File: config.mk
export PLATFORM = sky130hd
export DESIGN_NAME = fp_round_bounded
export DESIGN_NICKNAME = d
export VERILOG_FILES = /design/src/rtl/rbi_pkg.sv /design/src/rtl/rbi_widen.sv /design/src/rtl/rbi_round_core.sv /design/src/rtl/rbi_narrow.sv /design/src/rtl/fp_round_bounded.sv
export SDC_FILE = /design/constraint.sdc
export NUM_CORES = 1
export LEC_CHECK = 0
export BUFFER_PORTS_ARGS = -buffer_cell sky130_fd_sc_hd__buf_2
export CAP_MARGIN = 20
export CORE_ASPECT_RATIO = 0.75
export CORE_MARGIN = 3
export CORE_UTILIZATION = 25
export CTS_CLUSTER_SIZE = 16
export DETAILED_ROUTE_END_ITERATION = 10
export GPL_TIMING_DRIVEN = 1
export SYNTH_ARGS = -nofsm -noshare
export SYNTH_HDL_FRONTEND = slang
export SYNTH_SLANG_ARGS = --single-unit
File: constraint.sdc
create_clock -name clk -period 2.11 [get_ports clk]
set_clock_uncertainty 0.2 [all_clocks]
set_input_delay 0.211 -clock clk [delete_from_list [all_inputs] [get_ports clk]]
set_output_delay 0.211 -clock clk [all_outputs]
set_load 0.03 [all_outputs]
File: src/rtl/rbi_pkg.sv
package rbi_pkg;
  localparam int DEXP  = 11;
  localparam int DFRAC = 52;
  localparam int DBIAS = 1023;
  localparam int SEXP  = 8;
  localparam int SFRAC = 23;
  localparam int SBIAS = 127;
  localparam int WORD  = 1 + DEXP + DFRAC;

  typedef enum logic [1:0] {
    RM_NEAR_EVEN = 2'b00,
    RM_UP        = 2'b01,
    RM_DOWN      = 2'b10,
    RM_ZERO      = 2'b11
  } rmode_e;

  typedef struct packed {
    logic zero;
    logic special;
  } op_class_t;
endpackage

File: src/rtl/rbi_widen.sv
module rbi_widen
  import rbi_pkg::*;
#(
  parameter int WEXP  = DEXP,
  parameter int WFRAC = DFRAC,
  parameter int WBIAS = DBIAS,
  parameter int NEXP  = SEXP,
  parameter int NFRAC = SFRAC,
  parameter int NBIAS = SBIAS
) (
  input  logic [WEXP+WFRAC:0] op_bits,
  input  logic                is_single,
  output logic                sign,
  output logic [WEXP-1:0]     exp_w,
  output logic [WFRAC-1:0]    frac_w,
  output op_class_t           cls
);
  localparam int NW     = 1 + NEXP + NFRAC;
  localparam int REBIAS = WBIAS - NBIAS;

  logic [NEXP-1:0]  n_exp;
  logic [NFRAC-1:0] n_frac;

  assign n_exp  = op_bits[NW-2 -: NEXP];
  assign n_frac = op_bits[NFRAC-1:0];

  always_comb begin
    if (is_single) begin
      sign   = op_bits[NW-1];
      frac_w = {n_frac, {(WFRAC-NFRAC){1'b0}}};
      if (&n_exp) begin
        exp_w = '1;
      end else if (n_exp == '0) begin
        // a narrow denormal is far below one half: any tiny exponent rounds alike
        exp_w = (n_frac == '0) ? '0 : WEXP'(REBIAS);
      end else begin
        exp_w = WEXP'(n_exp) + WEXP'(REBIAS);
      end
    end else begin
      sign   = op_bits[WEXP+WFRAC];
      exp_w  = op_bits[WEXP+WFRAC-1 -: WEXP];
      frac_w = op_bits[WFRAC-1:0];
    end
    cls.zero    = (exp_w == '0) && (frac_w == '0);
    cls.special = &exp_w;
  end
endmodule

File: src/rtl/rbi_round_core.sv
module rbi_round_core
  import rbi_pkg::*;
#(
  parameter int WEXP       = DEXP,
  parameter int WFRAC      = DFRAC,
  parameter int WBIAS      = DBIAS,
  parameter int INT_WIDE   = 64,
  parameter int INT_NARROW = 32
) (
  input  logic             sign,
  input  logic [WEXP-1:0]  exp_w,
  input  logic [WFRAC-1:0] frac_w,
  input  op_class_t        cls,
  input  rmode_e           mode,
  input  logic             int64_sel,
  output logic [WEXP-1:0]  r_exp,
  output logic [WFRAC-1:0] r_frac,
  output logic             r_zero,
  output logic             inexact,
  output logic             invalid
);
  localparam int SW = WFRAC + 1;
  localparam int EW = WEXP + 2;
  localparam logic signed [EW-1:0] LIM_WIDE   = EW'(INT_WIDE - 1);
  localparam logic signed [EW-1:0] LIM_NARROW = EW'(INT_NARROW - 1);
  localparam logic signed [EW-1:0] BIAS_S     = EW'(WBIAS);
  localparam logic signed [EW-1:0] FRAC_S     = EW'(WFRAC);

  logic signed [EW-1:0] e_unb;
  logic signed [EW-1:0] re_unb;
  logic signed [EW-1:0] lim;
  logic [SW-1:0]        sig;
  logic [SW-1:0]        mask;
  logic [SW-1:0]        kept;
  logic [SW:0]          sum;
  logic                 guard_b;
  logic                 sticky_b;
  logic                 lsb_b;
  logic                 inc;
  logic                 over;
  int                   fb;

  assign e_unb = $signed({2'b00, exp_w}) - BIAS_S;
  assign sig   = {1'b1, frac_w};
  assign lim   = int64_sel ? LIM_WIDE : LIM_NARROW;

  // locate the binary point and gather guard / sticky information
  always_comb begin
    fb       = 0;
    mask     = '0;
    kept     = sig;
    guard_b  = 1'b0;
    sticky_b = 1'b0;
    lsb_b    = 1'b0;
    if (cls.zero || cls.special || (e_unb >= FRAC_S)) begin
      kept = sig;
    end else if (e_unb >= 0) begin
      fb       = WFRAC - int'(e_unb);
      mask     = (SW'(1) << fb) - SW'(1);
      kept     = sig & ~mask;
      guard_b  = |(sig & (mask ^ (mask >> 1)));
      sticky_b = |(sig & (mask >> 1));
      lsb_b    = |(sig & (mask + SW'(1)));
    end else if (e_unb == -1) begin
      guard_b  = 1'b1;
      sticky_b = |frac_w;
    end else begin
      sticky_b = 1'b1;
    end
  end

  // increment decision per rounding direction
  always_comb begin
    case (mode)
      RM_NEAR_EVEN: inc = guard_b & (sticky_b | lsb_b);
      RM_UP:        inc = ~sign & (guard_b | sticky_b);
      RM_DOWN:      inc = sign & (guard_b | sticky_b);
      default:      inc = 1'b0;
    endcase
  end

  // rebuild the integral value, carry out of the significand bumps the exponent
  always_comb begin
    sum    = '0;
    r_exp  = exp_w;
    r_frac = frac_w;
    r_zero = 1'b0;
    if (cls.zero) begin
      r_zero = 1'b1;
    end else if (cls.special || (e_unb >= FRAC_S)) begin
      r_exp  = exp_w;
      r_frac = frac_w;
    end else if (e_unb >= 0) begin
      sum = {1'b0, kept} + (inc ? ({1'b0, mask} + (SW+1)'(1)) : '0);
      if (sum[SW]) begin
        r_exp  = exp_w + WEXP'(1);
        r_frac = '0;
      end else begin
        r_exp  = exp_w;
        r_frac = sum[WFRAC-1:0];
      end
    end else if (inc) begin
      r_exp  = WEXP'(WBIAS);
      r_frac = '0;
    end else begin
      r_zero = 1'b1;
    end
  end

  assign re_unb = $signed({2'b00, r_exp}) - BIAS_S;

  always_comb begin
    over = 1'b0;
    if (!r_zero) begin
      if (re_unb > lim) begin
        over = 1'b1;
      end else if (re_unb == lim) begin
        over = !(sign && (r_frac == '0));
      end
    end
    invalid = cls.special | over;
    inexact = (guard_b | sticky_b) & ~cls.zero & ~invalid;
  end
endmodule

File: src/rtl/rbi_narrow.sv
module rbi_narrow
  import rbi_pkg::*;
#(
  parameter int WEXP       = DEXP,
  parameter int WFRAC      = DFRAC,
  parameter int WBIAS      = DBIAS,
  parameter int NEXP       = SEXP,
  parameter int NFRAC      = SFRAC,
  parameter int NBIAS      = SBIAS,
  parameter int INT_WIDE   = 64,
  parameter int INT_NARROW = 32
) (
  input  logic                is_single,
  input  logic                int64_sel,
  input  logic                sign,
  input  logic [WEXP-1:0]     r_exp,
  input  logic [WFRAC-1:0]    r_frac,
  input  logic                r_zero,
  input  logic                invalid,
  output logic [WEXP+WFRAC:0] res
);
  localparam int WW     = 1 + WEXP + WFRAC;
  localparam int NW     = 1 + NEXP + NFRAC;
  localparam int REBIAS = WBIAS - NBIAS;

  logic [WEXP-1:0] lim_w_exp;
  logic [NEXP-1:0] lim_n_exp;
  logic [NEXP-1:0] n_exp;

  assign lim_w_exp = int64_sel ? WEXP'(WBIAS + INT_WIDE - 1) : WEXP'(WBIAS + INT_NARROW - 1);
  assign lim_n_exp = int64_sel ? NEXP'(NBIAS + INT_WIDE - 1) : NEXP'(NBIAS + INT_NARROW - 1);
  assign n_exp     = NEXP'(r_exp - WEXP'(REBIAS));

  always_comb begin
    res = '0;
    if (is_single) begin
      if (invalid) begin
        res[NW-1:0] = {1'b1, lim_n_exp, {NFRAC{1'b0}}};
      end else if (r_zero) begin
        res[NW-1:0] = {sign, {(NW-1){1'b0}}};
      end else begin
        res[NW-1:0] = {sign, n_exp, r_frac[WFRAC-1 -: NFRAC]};
      end
    end else begin
      if (invalid) begin
        res = {1'b1, lim_w_exp, {WFRAC{1'b0}}};
      end else if (r_zero) begin
        res = {sign, {(WW-1){1'b0}}};
      end else begin
        res = {sign, r_exp, r_frac};
      end
    end
  end
endmodule

File: src/rtl/fp_round_bounded.sv
module fp_round_bounded
  import rbi_pkg::*;
#(
  parameter int INT_WIDE   = 64,
  parameter int INT_NARROW = 32
) (
  input  logic            clk,
  input  logic            rst_n,
  input  logic            in_valid,
  input  logic [WORD-1:0] op_bits,
  input  logic [1:0]      fmt_sel,
  input  logic            int64_sel,
  input  logic            use_dyn,
  input  logic [1:0]      dyn_mode,
  output logic            out_valid,
  output logic [WORD-1:0] result,
  output logic            inexact,
  output logic            invalid,
  output logic            undef
);
  logic rst_meta;
  logic rst_q;

  // asynchronous assertion, synchronous release
  always_ff @(posedge clk or negedge rst_n) begin
    if (!rst_n) begin
      rst_meta <= 1'b0;
      rst_q    <= 1'b0;
    end else begin
      rst_meta <= 1'b1;
      rst_q    <= rst_meta;
    end
  end

  logic             is_single;
  logic             fmt_bad;
  rmode_e           mode;
  logic             w_sign;
  logic [DEXP-1:0]  w_exp;
  logic [DFRAC-1:0] w_frac;
  op_class_t        w_cls;
  logic [DEXP-1:0]  r_exp;
  logic [DFRAC-1:0] r_frac;
  logic             r_zero;
  logic             c_inexact;
  logic             c_invalid;
  logic [WORD-1:0]  c_res;

  assign is_single = (fmt_sel == 2'b00);
  assign fmt_bad   = fmt_sel[1];
  assign mode      = use_dyn ? rmode_e'(dyn_mode) : RM_ZERO;

  rbi_widen u_widen (
    .op_bits   (op_bits),
    .is_single (is_single),
    .sign      (w_sign),
    .exp_w     (w_exp),
    .frac_w    (w_frac),
    .cls       (w_cls)
  );

  rbi_round_core #(
    .INT_WIDE   (INT_WIDE),
    .INT_NARROW (INT_NARROW)
  ) u_core (
    .sign      (w_sign),
    .exp_w     (w_exp),
    .frac_w    (w_frac),
    .cls       (w_cls),
    .mode      (mode),
    .int64_sel (int64_sel),
    .r_exp     (r_exp),
    .r_frac    (r_frac),
    .r_zero    (r_zero),
    .inexact   (c_inexact),
    .invalid   (c_invalid)
  );

  rbi_narrow #(
    .INT_WIDE   (INT_WIDE),
    .INT_NARROW (INT_NARROW)
  ) u_narrow (
    .is_single (is_single),
    .int64_sel (int64_sel),
    .sign      (w_sign),
    .r_exp     (r_exp),
    .r_frac    (r_frac),
    .r_zero    (r_zero),
    .invalid   (c_invalid),
    .res       (c_res)
  );

  logic            valid_d;
  logic [WORD-1:0] res_d;
  logic            inexact_d;
  logic            invalid_d;
  logic            undef_d;

  always_comb begin
    valid_d   = in_valid;
    res_d     = fmt_bad ? '0 : c_res;
    inexact_d = c_inexact & ~fmt_bad;
    invalid_d = c_invalid & ~fmt_bad;
    undef_d   = fmt_bad;
  end

  always_ff @(posedge clk or negedge rst_q) begin
    if (!rst_q) begin
      out_valid <= 1'b0;
      result    <= '0;
      inexact   <= 1'b0;
      invalid   <= 1'b0;
      undef     <= 1'b0;
    end else begin
      out_valid <= valid_d;
      if (in_valid) begin
        result  <= res_d;
        inexact <= inexact_d;
        invalid <= invalid_d;
        undef   <= undef_d;
      end
    end
  end
endmodule

==> summary.json <==
{
  "cap_viol_max_count": {"value": 0},
  "htree_levels": {"value": 3},
  "buffer_ports.inserted": {"value": 140},
  "nets": {"value": 3731},
  "total_power": {"value": 11530, "unit": "uW"},
  "route.detailed.drc": {"value": 0},
  "slew_headroom": {"value": 0.3917},
  "clk_path_buf_depth": {"value": 2},
  "detail_route.vias_per_cell": {"value": 5.801},
  "via_count": {"value": 25580},
  "synth.most_common_cell": {"value": "nand2_1"},
  "cellLeakagePower": {"value": 0.01359, "unit": "uW"},
  "design_area": {"value": 28730, "unit": "um^2"},
  "synth_top_area_cell": {"value": "dfrtp_1"},
  "synth_area_per_cell": {"value": 6.953, "unit": "um^2"},
  "cts-buffers-inserted": {"value": 9},
  "routabilityCongestion": {"value": 1.115},
  "cts.sink_count": {"value": 70},
  "synth.cell_area": {"value": 16240, "unit": "um^2"},
  "grt_max_degree": {"value": 112},
  "layout-area-overhead-vs-synth": {"value": 76.90, "unit": "%"},
  "most_instantiated_cells_after_synthesis": {"value": "284 x nand2_1, 232 x nor2_1, 197 x a21oi_1, 115 x ha_1, 112 x o21ai_0"},
  "synth_compound_area_frac": {"value": 0.3330},
  "synthArstFlopShare": {"value": 1.000},
  "detailed_place.area": {"value": 26370, "unit": "um^2"},
  "sw_frac_of_total": {"value": 0.4692},
  "worstMarginPinSlew": {"value": 0.9070, "unit": "ns"},
  "synth_top_family_by_area": {"value": "compound AO/OA/AOI/OAI gates"},
  "clockPowerShare": {"value": 0.148},
  "synthMuxAreaShare": {"value": 0.03790},
  "drt_iter0_markers": {"value": 3342},
  "final-max-slew-violation-count": {"value": 0},
  "cts.clk_slew.worst_paths": {"value": 0.06, "unit": "ns"},
  "gr-usage-all-layers": {"value": 0.3307},
  "failing_checks": {"value": "setup timing"},
  "worstHoldPathType": {"value": "reg -> async"},
  "internal_power": {"value": 6121, "unit": "uW"},
  "synth-xor-area-share": {"value": 0.07927},
  "clock.fmax": {"value": 0.07865, "unit": "GHz"},
  "clock_tree.root_cell": {"value": "clkbuf_16"},
  "worst_r2r_path_depth": {"value": 3},
  "max-vdd-ir-drop": {"value": 0.3927, "unit": "mV"},
  "start_util": {"value": 0.2539},
  "final.setup.worst_slack": {"value": -10.61, "unit": "ns"},
  "status": {"value": "finished, violations left"},
  "placementRows": {"value": 80},
  "insertion_delay": {"value": 0.34, "unit": "ns"},
  "ios": {"value": 141},
  "slowest_stage_cell_on_the_critical_path": {"value": "or4_4"},
  "netSwitchingPower": {"value": 5410, "unit": "uW"},
  "sequentialPowerShare": {"value": 0.122},
  "ys_seq_area_frac": {"value": 0.1078},
  "synthDistinctLibCells": {"value": 124},
  "worst_ep_required_time": {"value": 2.17, "unit": "ns"},
  "endpoint_kind": {"value": "flop"},
  "route.detailed.wl_per_inst": {"value": 26.86, "unit": "um"},
  "antenna_found_initial": {"value": 1},
  "timing.critical_path.slowest_cell_delay": {"value": 0.52, "unit": "ns"},
  "cp_data_arrival_time": {"value": 12.77, "unit": "ns"},
  "number_of_global_route_vias_before_repair": {"value": 24020},
  "y_dimension_of_the_die": {"value": 226.7, "unit": "um"},
  "setup_viol": {"value": 66},
  "timing.critical_path.mode_cell": {"value": "buf_4"},
  "setup_total_negative_slack": {"value": -693.18, "unit": "ns"},
  "finalHoldViolations": {"value": 0},
  "cells_taking_the_most_area_after_synthesis": {"value": "dfrtp_1 11%, ha_1 8.9%, nand2_1 6.6%, a21oi_1 6.1%, nor2_1 5.4%"},
  "die_width": {"value": 300.3, "unit": "um"},
  "final_period_minus_worst_setup_slack": {"value": 12.72, "unit": "ns"},
  "dpl_worst_slack": {"value": -12.30, "unit": "ns"},
  "power-per-cell-area": {"value": 401.3, "unit": "nW/um^2"},
  "synth_top_flop_cell": {"value": "dfrtp_1"},
  "drtAntennaViolNets": {"value": 0},
  "grt_first_pass_wirelength": {"value": 165.4, "unit": "mm"},
  "critPathMaxFanout": {"value": 7},
  "final_layout_size_suffix_gt1_frac": {"value": 0.4703},
  "synth-seq-cells": {"value": 70},
  "routed_wirelength": {"value": 118.4, "unit": "mm"},
  "grt_remaining_overflow": {"value": 0},
  "core_area": {"value": 63960, "unit": "um^2"},
  "synth_cells": {"value": 2336},
  "worst-setup-path-type": {"value": "in -> reg"},
  "yosysTopAreaCellShare": {"value": 0.1078},
  "post_dp_hpwl": {"value": 98.12, "unit": "mm"},
  "synth_fa_ha_area_frac": {"value": 0.08982},
  "fp.dieArea": {"value": 68090, "unit": "um^2"},
  "min_period_over_period": {"value": 6.026},
  "startpoint_type": {"value": "input port"},
  "synth_warnings": {"value": 0},
  "tritoncts_clock_tree": {"value": "built"},
  "grt_setup_unrepaired": {"value": "yes"},
  "dr.pass1.iters": {"value": 8},
  "combPwrFrac": {"value": 0.729},
  "number_of_synthesized_flops_with_an_enable_pin": {"value": 0},
  "yosys.area_share.simple": {"value": 0.3034},
  "synthesis.nets": {"value": 2525}
}
## cell families after synthesis
logic type	count (synthesis)
AOI/OAI and AO/OA	778
xor gates and xnor gates	133
adders and majority gates	116
buffers and inverters	195
DFF	70
muxes	58
other	1
and+or+nand+nor	985
## power by group through the flow
stage | combinational, uW | sequential, uW | clock, uW
after floorplan | 3070 | 1500 | 0
after global placement | 7360 | 1430 | 0
after detailed placement | 7320 | 1430 | 0
after CTS | 7720 | 1410 | 1710
after global routing | 8630 | 1410 | 1790
final | 8410 | 1410 | 1710
## worst paths after layout
| kind | from | end | slack (ns) |
|---|---|---|---|
| worst max-delay path | fmt_sel[0] | result[2] | -10.61 |
| worst min-delay path | rst_q | result[25] | 0.01 |
| worst max register to register | result[30] | result[30] | 0.82 |
| worst min register to register | rst_q | result[25] | 0.01 |
| max in group asynchronous | rst_q | result[9] | 1.06 |
| min in group clk | int64_sel | result[57] | 0.12 |
## worst max-delay path, delay by kind of cell
| kind | cells | cell delay (ns) |
|---|---|---|
| compound gates | 27 | 5.81 |
| simple gates | 17 | 3.99 |
| buf+inv | 10 | 1.49 |
| fa+ha+maj | 3 | 0.92 |
| mux | 1 | 0.29 |
## placed cells by master, fill, tap and decap left out, drive strengths merged, types with 20 or more instances in the layout
cell        n
a21o       36
nand2     290
xor2       48
o2bb2ai    33
buf      1317
a211oi     24
nand4      57
nor2      235
and2       32
nand3      95
o22ai      33
and3       36
inv        68
or3        20
a22o       27
xnor2      82
o211ai     23
dfrtp      70
a31oi      32
o21ai     130
nor4       52
mux2i      46
a21oi     206
nor3       64
ha        115
a22oi      33
## state kept, by name, indices dropped and copies added (netlist names)
name / count
result: 64
undef: 1
rst_meta: 1
invalid: 1
inexact: 1
rst_q: 1
out_valid: 1
## cell type report
type | count | area [um^2]
fill | 6449 | 35230
multi-input combinational | 2074 | 15350
clock inverter | 6 | 93.84
antenna | 1 | 2.502
clock buffer | 10 | 239.0
inverter | 67 | 264.0
tap | 861 | 1077
timing repair buffer | 1320 | 9956
sequential | 70 | 1753
## layer usage
metal,routed length [um],vias to the layer above,track usage,share of wire
li1,-,11330,-,-
met1,52090,12350,0.4782,0.44
met2,44910,1679,0.4575,0.38
met3,17880,214,0.1273,0.15
met4,3529,2,0.06956,0.030
met5,7,-,0,0.000059
## metrics by stage
step                std cells  utilization  hold slack [ns]
finish                   4409       0.4492          0.01312
floorplan                2336            -          -0.2846
CTS                      4385       0.4363          0.01155
global route             4408       0.4492          0.03964
detailed placement       4309       0.4122          -0.1992
global placement         4309       0.4122          -0.2028
## what timing repair did
action | in CTS | in global routing
endpoints found under the setup margin | 66 | 66
resized for setup | 151 | 117
setup buffers | 56 | 24
pin swaps | 76 | 84
hold endpoints to repair | 3 | 0
hold buffers | 3 | 0
gates cloned | 2 | 1
(Power assumes the default switching activity.)
